==> src/rtl/fpcc_pkg.sv <==
package fpcc_pkg;
  // Flag order matches the status bit order, highest first.
  typedef struct packed {
    logic neg;
    logic zero;
    logic inf;
    logic nan;
  } fpcc_flags_t;

  localparam int CC_LSB  = 24;
  localparam int CC_BITS = 4;
  localparam int CODE_W  = 4;

  typedef enum logic [CODE_W-1:0] {
    PR_NEVER  = 4'h0, PR_EQ   = 4'h1, PR_GT   = 4'h2, PR_GE   = 4'h3,
    PR_LT     = 4'h4, PR_LE   = 4'h5, PR_LG   = 4'h6, PR_ORD  = 4'h7,
    PR_UNORD  = 4'h8, PR_UEQ  = 4'h9, PR_UGT  = 4'hA, PR_UGE  = 4'hB,
    PR_ULT    = 4'hC, PR_ULE  = 4'hD, PR_NE   = 4'hE, PR_ALWAYS = 4'hF
  } fpcc_pred_e;
endpackage

==> src/rtl/fpcc_rst_sync.sv <==
module fpcc_rst_sync #(
  parameter int STAGES = 2
) (
  input  logic clk,
  input  logic rst_n,
  output logic rst_sync_n
);
  logic [STAGES-1:0] sh_q;
  logic [STAGES-1:0] sh_d;

  generate
    if (STAGES == 1) begin : g_one
      assign sh_d = 1'b1;
    end else begin : g_many
      assign sh_d = {sh_q[STAGES-2:0], 1'b1};
    end
  endgenerate

  always_ff @(posedge clk or negedge rst_n) begin
    if (!rst_n) sh_q <= '0;
    else        sh_q <= sh_d;
  end

  assign rst_sync_n = sh_q[STAGES-1];
endmodule

==> src/rtl/fpcc_classify.sv <==
module fpcc_classify
  import fpcc_pkg::*;
#(
  parameter int EXP_W  = 15,
  parameter int MANT_W = 64
) (
  input  logic [EXP_W:0]    sign_exp,
  input  logic [MANT_W-1:0] mant,
  output fpcc_flags_t       cls
);
  localparam int FRAC_W = MANT_W - 1;

  logic [EXP_W-1:0]  exp_f;
  logic [FRAC_W-1:0] frac_f;
  logic              exp_min;
  logic              exp_max;
  logic              frac_nz;
  logic              unused_int_bit;

  assign exp_f          = sign_exp[EXP_W-1:0];
  assign frac_f         = mant[FRAC_W-1:0];
  assign unused_int_bit = mant[MANT_W-1];  // explicit integer bit plays no part

  always_comb begin
    exp_min  = (exp_f == '0);
    exp_max  = (exp_f == '1);
    frac_nz  = |frac_f;
    cls.neg  = sign_exp[EXP_W];
    cls.zero = exp_min & ~frac_nz;
    cls.inf  = exp_max & ~frac_nz;
    cls.nan  = exp_max &  frac_nz;
  end
endmodule

==> src/rtl/fpcc_flag_reg.sv <==
module fpcc_flag_reg
  import fpcc_pkg::*;
(
  input  logic        clk,
  input  logic        rst_n,
  input  logic        upd,
  input  fpcc_flags_t cls,
  output fpcc_flags_t flags_q
);
  fpcc_flags_t flags_d;

  always_comb begin
    flags_d = flags_q;
    if (upd) flags_d = cls;
  end

  always_ff @(posedge clk or negedge rst_n) begin
    if (!rst_n) flags_q <= '0;
    else        flags_q <= flags_d;
  end

  // no strobe, no change
  a_r1_hold_without_strobe: assert property (@(posedge clk) disable iff (!rst_n)
    !upd |=> $stable(flags_q));
  // sign captured on a strobe
  a_r2_sign_captured: assert property (@(posedge clk) disable iff (!rst_n)
    upd |=> (flags_q.neg == $past(cls.neg)));
  // classes are exclusive
  a_r5_class_exclusive: assert property (@(posedge clk) disable iff (!rst_n)
    $onehot0({flags_q.zero, flags_q.inf, flags_q.nan}));
endmodule

==> src/rtl/fpcc_cond_eval.sv <==
module fpcc_cond_eval
  import fpcc_pkg::*;
#(
  parameter int SEL_W  = 6,
  parameter int DATA_W = 32
) (
  input  fpcc_flags_t       flags,
  input  logic [SEL_W-1:0]  sel,
  input  logic [DATA_W-1:0] din,
  output logic              hit,
  output logic              illegal,
  output logic [DATA_W-1:0] dout
);
  localparam int BYTE_W = 8;

  fpcc_pred_e code;
  logic       raw;
  logic       n, z, u;
  logic       unused_mirror;

  assign code          = fpcc_pred_e'(sel[CODE_W-1:0]);
  assign unused_mirror = sel[CODE_W];       // upper half repeats lower half
  assign illegal       = |sel[SEL_W-1:CODE_W+1];
  assign n             = flags.neg;
  assign z             = flags.zero;
  assign u             = flags.nan;

  always_comb begin
    unique case (code)
      PR_NEVER:  raw = 1'b0;
      PR_EQ:     raw = z;
      PR_GT:     raw = ~(u | z | n);
      PR_GE:     raw = z | ~(u | n);
      PR_LT:     raw = n & ~(u | z);
      PR_LE:     raw = z | (n & ~u);
      PR_LG:     raw = ~u & ~z;
      PR_ORD:    raw = ~u;
      PR_UNORD:  raw = u;
      PR_UEQ:    raw = u | z;
      PR_UGT:    raw = u | ~(n | z);
      PR_UGE:    raw = u | z | ~n;
      PR_ULT:    raw = u | (n & ~z);
      PR_ULE:    raw = u | z | n;
      PR_NE:     raw = ~z;
      PR_ALWAYS: raw = 1'b1;
      default:   raw = 1'b0;
    endcase
  end

  assign hit  = raw & ~illegal;
  assign dout = {din[DATA_W-1:BYTE_W], {BYTE_W{hit}}};
endmodule

==> src/rtl/fpcc_unit.sv <==
module fpcc_unit
  import fpcc_pkg::*;
#(
  parameter int EXP_W       = 15,
  parameter int MANT_W      = 64,
  parameter int SEL_W       = 6,
  parameter int DATA_W      = 32,
  parameter int SYNC_STAGES = 2
) (
  input  logic              clk,
  input  logic              rst_n,
  input  logic              upd_valid,
  input  logic [EXP_W:0]    op_sign_exp,
  input  logic [MANT_W-1:0] op_mant,
  input  logic [SEL_W-1:0]  cond_sel,
  input  logic [DATA_W-1:0] dreg_in,
  output logic [DATA_W-1:0] status_cc,
  output logic              cond_true,
  output logic              cond_illegal,
  output logic [DATA_W-1:0] dreg_out
);
  localparam int BYTE_W = 8;

  logic        rst_sync_n;
  fpcc_flags_t cls;
  fpcc_flags_t flags_q;

  fpcc_rst_sync #(.STAGES(SYNC_STAGES)) u_rst (
    .clk(clk), .rst_n(rst_n), .rst_sync_n(rst_sync_n));

  fpcc_classify #(.EXP_W(EXP_W), .MANT_W(MANT_W)) u_cls (
    .sign_exp(op_sign_exp), .mant(op_mant), .cls(cls));

  fpcc_flag_reg u_flags (
    .clk(clk), .rst_n(rst_sync_n), .upd(upd_valid),
    .cls(cls), .flags_q(flags_q));

  fpcc_cond_eval #(.SEL_W(SEL_W), .DATA_W(DATA_W)) u_eval (
    .flags(flags_q), .sel(cond_sel), .din(dreg_in),
    .hit(cond_true), .illegal(cond_illegal), .dout(dreg_out));

  always_comb begin
    status_cc = '0;
    status_cc[CC_LSB +: CC_BITS] = flags_q;
  end

  // illegal selector never reports true
  a_r11_illegal_false: assert property (@(posedge clk) disable iff (!rst_sync_n)
    cond_illegal |-> !cond_true);
  // legal code 0xF always true
  a_r8_always_code: assert property (@(posedge clk) disable iff (!rst_sync_n)
    (!cond_illegal && cond_sel[CODE_W-1:0] == '1) |-> cond_true);
  // low byte follows predicate
  a_r12_low_byte: assert property (@(posedge clk) disable iff (!rst_sync_n)
    dreg_out[BYTE_W-1:0] == {BYTE_W{cond_true}});
  // upper part passes through
  a_r12_upper_kept: assert property (@(posedge clk) disable iff (!rst_sync_n)
    dreg_out[DATA_W-1:BYTE_W] == dreg_in[DATA_W-1:BYTE_W]);
endmodule

==> config.mk <==
export PLATFORM = sky130hd
export DESIGN_NAME = fpcc_unit
export DESIGN_NICKNAME = d
export VERILOG_FILES = /design/src/rtl/fpcc_pkg.sv /design/src/rtl/fpcc_rst_sync.sv /design/src/rtl/fpcc_classify.sv /design/src/rtl/fpcc_flag_reg.sv /design/src/rtl/fpcc_cond_eval.sv /design/src/rtl/fpcc_unit.sv
export SDC_FILE = /design/constraint.sdc
export NUM_CORES = 1
export LEC_CHECK = 0
export BUFFER_PORTS_ARGS = -buffer_cell sky130_fd_sc_hd__buf_2
export CAP_MARGIN = 20
export CORE_AREA = 4 4 71 73
export CTS_BUF_LIST = sky130_fd_sc_hd__clkbuf_8
export DETAILED_ROUTE_END_ITERATION = 7
export DIE_AREA = 0 0 75 77
export PLACE_DENSITY = 0.7
export SETUP_SLACK_MARGIN = 0.05
export SKIP_CTS_REPAIR_TIMING = 1
export SYNTH_ARGS = -nofsm -noshare
export SYNTH_HDL_FRONTEND = slang
export SYNTH_SLANG_ARGS = --single-unit
==> constraint.sdc <==
create_clock -name clk -period 3.3 [get_ports clk]
set_input_delay 0.66 -clock clk [delete_from_list [all_inputs] [get_ports clk]]
set_output_delay 0.66 -clock clk [all_outputs]
set_load 0.02 [all_outputs]
==> results of run 1 <==
## kinds of logic (layout without fill, tap and decap cells)
kind of cell | count (synthesis) | after routing | share of synthesized area
AOI/OAI and AO/OA | 7 | 7 | 0.05450
buffers and inverters | 63 | 105 | 0.5068
DFF | 6 | 6 | 0.1635
muxes | 1 | 1 | 0.01226
other | 2 | 29 | 0.008177
and+or+nand+nor | 36 | 36 | 0.2548
## routing by layer
metal / share of wire / wire length [um] / up-vias / track usage
met4: 0.036 / 99 / 0 / 0.05694
met2: 0.51 / 1392 / 82 / 0.1559
li1: - / - / 465 / -
met5: 0 / 0 / - / 0
met1: 0.27 / 724 / 421 / 0.06918
met3: 0.18 / 499 / 18 / 0.02745
## cells in the mapped netlist (2+ instances only)
cell type	count
a21oi_1	3
dfrtp_1	6
nand4_1	9
nand2b_1	2
nor4_1	19
conb_1	2
o2bb2ai_1	2
inv_1	2
buf_4	61
## through the flow
step	setup slack [ns]	power [mW]	hold slack (ns)
3_3_place_gp	0.5361	0.1975	0.05774
6_report	0.5441	0.3034	0.05462
2_1_floorplan	0.1239	0.2141	0.04029
5_1_grt	0.2529	0.3239	0.07877
3_5_place_dp	0.4880	0.1991	0.06068
4_1_cts	0.4856	0.3086	0.06377
## critical path, delay by kind of cell
family	cells	cell delay (ns)
AO/OA/AOI/OAI	2	0.17
buffers and inverters	2	0.39
AND/OR/NAND/NOR	2	0.87
## power by group
| group | internal (mW) | total, mW | switching, mW | leakage (nW) |
|---|---|---|---|---|
| clock | 0.0780 | 0.105 | 0.0271 | 0.0216 |
| combinational | 0.0499 | 0.120 | 0.0697 | 0.561 |
| sequential | 0.0765 | 0.0787 | 0.00212 | 0.0769 |
## registers in the layout, indices dropped and copies added, names as in the netlist
| signal | flops |
|---|---|
| u_rst.sh_q | 2 |
| u_flags.flags_q | 4 |
## final timing paths
path | from | endpoint | slack (ns) | cells after the start
setup / recovery | cond_sel[1] | dreg_out[6] | 0.54 | 6
hold / removal | u_rst.sh_q[1]$_DFF_PN0_ | u_flags.flags_q[3]$_DFFE_PN0P_ | 0.05 | 0
setup reg to reg | u_flags.flags_q[3]$_DFFE_PN0P_ | u_flags.flags_q[3]$_DFFE_PN0P_ | 2.53 | 1
hold reg to reg | u_rst.sh_q[1]$_DFF_PN0_ | u_flags.flags_q[3]$_DFFE_PN0P_ | 0.05 | 0
max in group asynchronous | rst_n | u_rst.sh_q[1]$_DFF_PN0_ | 2.99 | 1
min in group clk | u_rst.sh_q[0]$_DFF_PN0_ | u_rst.sh_q[1]$_DFF_PN0_ | 0.35 | 0
## cell type report
class                      count  area [um^2]
multi-input combinational     73        404.1
inverter                       2        7.507
fill                         477         3186
sequential                     6        150.1
clock buffer                   3        41.29
tap                           52        65.06
timing repair buffer         100        500.5
==> impl_metrics.csv, run 1 <==
group,metric,value,unit
setup_path,required,2.64,ns
yosys,yosysSeqAreaShare,0.1635,
setup_path,worstSetupEndpointType,"output pin",
final_layout,final_cells,236,
clock_tree,numClockSinks,6,
yosys,yosys.area.top_type,"buf_4",
place,portBuffers,100,
sta,worst_slew_pin_slew,0.8774,ns
sta,fin_skew,0.003007,ns
clock_tree,tritoncts,"built",
yosys,synth_seq_cells,6,
die,die_y,77,um
clock_tree,worst_skew_pair.late_latency,0.22,ns
place,place_inst,233,
sta,hold_viol,0,
setup_path,crit_path_start_kind,"primary input",
setup_path,crit_chain,"buf_2 > nor2b_1 > a211o_1 > a21oi_1 > nor4_1 > buf_2",
setup_path,cp.arrival,2.10,ns
final_layout,final_cell_mix,"buf_2, conb_1, nor4_1",
die,start_util,0.2109,
clock_tree,cts_max_path_buffers,2,
routing,wl,2715,um
global_route,grt_antenna_before_repair,0,
final_layout,area_growth,27.25,%
routing,wl_per_cell,11.50,um
die,row_count,24,
global_route,grt_usage,0.08320,
routing,via_per_inst,4.178,
yosys,postSynthAreaPerCell,7.986,um^2
setup_path,crit_type,"in -> out",
routing,drc_errors,0,
die,die_area,5775,um^2
final_layout,drive_above_1_share,0.5761,
yosys,synth_top_area_share,0.4986,
die,core-area,4354,um^2
global_route,grt_max_degree,10,
yosys,synthCells,115,
sta,rsz0062_at_grt,"no",
routing,ant_nets,0,
global_route,overflow,0,
final_layout,diodes,0,
clock_tree,numCtsBuffers,3,
routing,vias,986,
yosys,synth_edf_count,0,
clock_tree,htreeDepth,1,
yosys,ys.flop_type,"dfrtp_1",
setup_path,crit_path_frequent_cell,"buf_2",
sta,maxSlewHeadroom,0.4097,
place,placed_area,1127,um^2
place,post-dp-hpwl,2574,um
routing,dr.pass1.iters,2,
final_layout,postLayoutCoreUtil,0.2684,
sta,finalCritPeriodShare,0.8351,
sta,max_freq,362.9,MHz
clock_tree,cts-root-buf,"clkbuf_8",
yosys,async_reset_ff_frac,1.000,
setup_path,cpPeakStageDelay,0.75,ns
setup_path,critPathSlowestCell,"nor4_1",
yosys,ys_types,18,
sta,setup_viol_count_final,0,
global_route,grt_pass1_wl,3808,um
sta,fin_tns_setup,0,ns
run,maxCapViolCount,0,
die,die_w,75,um
sta,final.min_clock_period,2.756,ns
yosys,synth.area.top_cells,"buf_4, dfrtp_1, nor4_1",
final_layout,design_area,1169,um^2
die,ios,187,
yosys,ys.warnings.count,0,
final_layout,final_common_cell,"buf_2",
routing,drt_iter0_markers,5,
power,p_leak,0.6596,nW
min_path,worstHoldPathType,"reg -> async",
setup_path,path_max_fanout,9,
power,p_per_area,259.6,nW/um^2
global_route,grt_pass1_vias,936,
place,routabilityCongestion,0.6451,
sta,drv_slew,0,
final_layout,nNetsFinal,307,
yosys,netlist_area,918.4,um^2
power,vdd_drop_max,77.71,uV
clock_tree,cts.clk_slew.worst_paths,0.04,ns
outcome,status,"finished clean",
Note: power is estimated with default switching activity, not from simulation.
==> inputs of run 2 (changes only) <==
- PLACE_DENSITY: 0.7 -> 0.73
- clock period: 3.3 -> 2.5 ns (I/O delays scaled with it)
==> run 2 against run 1 <==
Effect of this change:
- core utilization is 0.14 points higher
- clock-buffer cell count stayed put
- sequential power is 32% higher
- largest cell class unchanged
==> impl_metrics.csv, run 2 (synthesis gave the netlist of run 1 again) <==
group,metric,value,unit
die,die_w,75,um
sta,hold_viol,0,
final_layout,regMostFlops,"u_flags.flags_q",
final_layout,area_growth,27.93,%
final_layout,diodes,0,
run,maxCapViolCount,0,
sta,hold_ws,0.05083,ns
die,start_util,0.2109,
routing,dr.pass1.iters,2,
global_route,grt_usage,0.08032,
setup_path,rr_startpoint,"u_flags.flags_q[3]$_DFFE_PN0P_",
place,post-dp-hpwl,2482,um
place,routabilityCongestion,0.7591,
final_layout,drive_above_1_share,0.5815,
routing,wl,2682,um
sta,maxSlewHeadroom,0.6377,
place,portBuffers,100,
clock_tree,numCtsBuffers,3,
place,placed_area,1134,um^2
global_route,grt_pass1_vias,882,
setup_path,required,2.00,ns
clock_tree,worst_skew_pair.late_latency,0.22,ns
routing,wl_per_cell,11.36,um
final_layout,top_regs,"u_flags.flags_q x4, u_rst.sh_q x2",
routing,drt_iter0_markers,27,
sta,finalCritPeriodShare,0.8723,
sta,setup_viol_count_final,0,
setup_path,worstSetupEndpointType,"output pin",
sta,worst_slack,0.3193,ns
final_layout,final_common_cell,"buf_2",
setup_path,crit_path_start_kind,"register",
final_layout,largest_reg_flops,4,
final_layout,design_area,1175,um^2
global_route,overflow,0,
sta,max_freq,458.6,MHz
setup_path,critPathSlowestCell,"nor4_2",
die,ios,187,
setup_path,cp_top_family,"simple AND/OR/NAND/NOR gates",
power,p_per_area,342.7,nW/um^2
final_layout,nNetsFinal,307,
setup_path,crit_type,"reg -> out",
clock_tree,cts-root-buf,"clkbuf_8",
outcome,status,"finished clean",
global_route,grt_pass1_wl,3629,um
sta,drv_slew,0,
power,p_leak,0.6605,nW
routing,via_per_inst,3.992,
clock_tree,cts.clk_slew.worst_paths,0.04,ns
setup_path,cpPeakStageDelay,0.51,ns
min_path,worstHoldPathType,"reg -> async",
setup_path,path_buf_inv,1,
clock_tree,tritoncts,"built",
final_layout,postLayoutCoreUtil,0.2698,
place,place_ws,0.3223,ns
setup_path,path_max_fanout,9,
die,die_area,5775,um^2
final_layout,fill_cells,484,
die,core-area,4354,um^2
final_layout,multi_input_area,410.4,um^2
clock_tree,cts_max_path_buffers,2,
clock_tree,numClockSinks,6,
clock_tree,htreeDepth,1,
sta,final.min_clock_period,2.181,ns
setup_path,startpoint,"u_flags.flags_q[3]$_DFFE_PN0P_",
setup_path,crit_chain,"nor2b_1 > a211o_1 > a21oi_1 > nor4_2 > buf_2",
routing,vias,942,
routing,drc_errors,0,
routing,ant_nets,0,
die,row_count,24,
die,die_y,77,um
sta,fin_tns_setup,0,ns
sta,rsz0062_at_grt,"no",
power,vdd_drop_max,133.9,uV
global_route,grt_antenna_before_repair,0,
sta,worst_slew_pin_slew,0.5390,ns
sta,fin_skew,0.003086,ns
final_layout,final_cell_mix,"buf_2, conb_1, nor4_1",
global_route,grt_max_degree,10,
setup_path,cp.arrival,1.68,ns
final_layout,regArea,150.1,um^2
[run 2: cell counts in the layout (fill, tap and decap cells not counted)]
Identical to the previous run, type by type.
[run 2: area by class of cell]
| type | instances | share of cell area |
|---|---|---|
| clock buffer | 3 | 0.03514 |
| inverter | 2 | 0.006390 |
| multi-input combinational | 73 | 0.3493 |
| sequential | 6 | 0.1278 |
| tap | 52 | 0.05538 |
| timing repair buffer | 100 | 0.4260 |
[run 2: path summary, 6_finish.rpt]
check / end / slack [ns] / cells after the start
worst min-delay path: u_flags.flags_q[3]$_DFFE_PN0P_ / 0.05 / 0
min in group clk: u_rst.sh_q[1]$_DFF_PN0_ / 0.35 / 0
max in group asynchronous: u_flags.flags_q[0]$_DFFE_PN0P_ / 2.30 / 0
worst min register to register: u_flags.flags_q[3]$_DFFE_PN0P_ / 0.05 / 0
worst max register to register: u_flags.flags_q[3]$_DFFE_PN0P_ / 1.73 / 1
worst max-delay path: dreg_out[7] / 0.32 / 5
[run 2: metal layers]
metal	vias up	track usage	wire length (um)
li1	466	-	-
met1	406	0.06599	868
met2	62	0.1455	1321
met3	8	0.04837	469
met4	0	0.03737	23
met5	-	0	0
[run 2: through the flow]
step                      cells  power (mW)
final                       236      0.4027
after global routing        236      0.4374
after CTS                   236      0.4091
after detailed placement    233      0.2642
after global placement      233      0.2617
after floorplan             142      0.2832
[run 2: report_power, final]
part,internal [mW],switching (mW)
Combinational,0.0665,0.0928
Clock,0.103,0.0367
Sequential,0.101,0.00266
Total,0.270,0.132
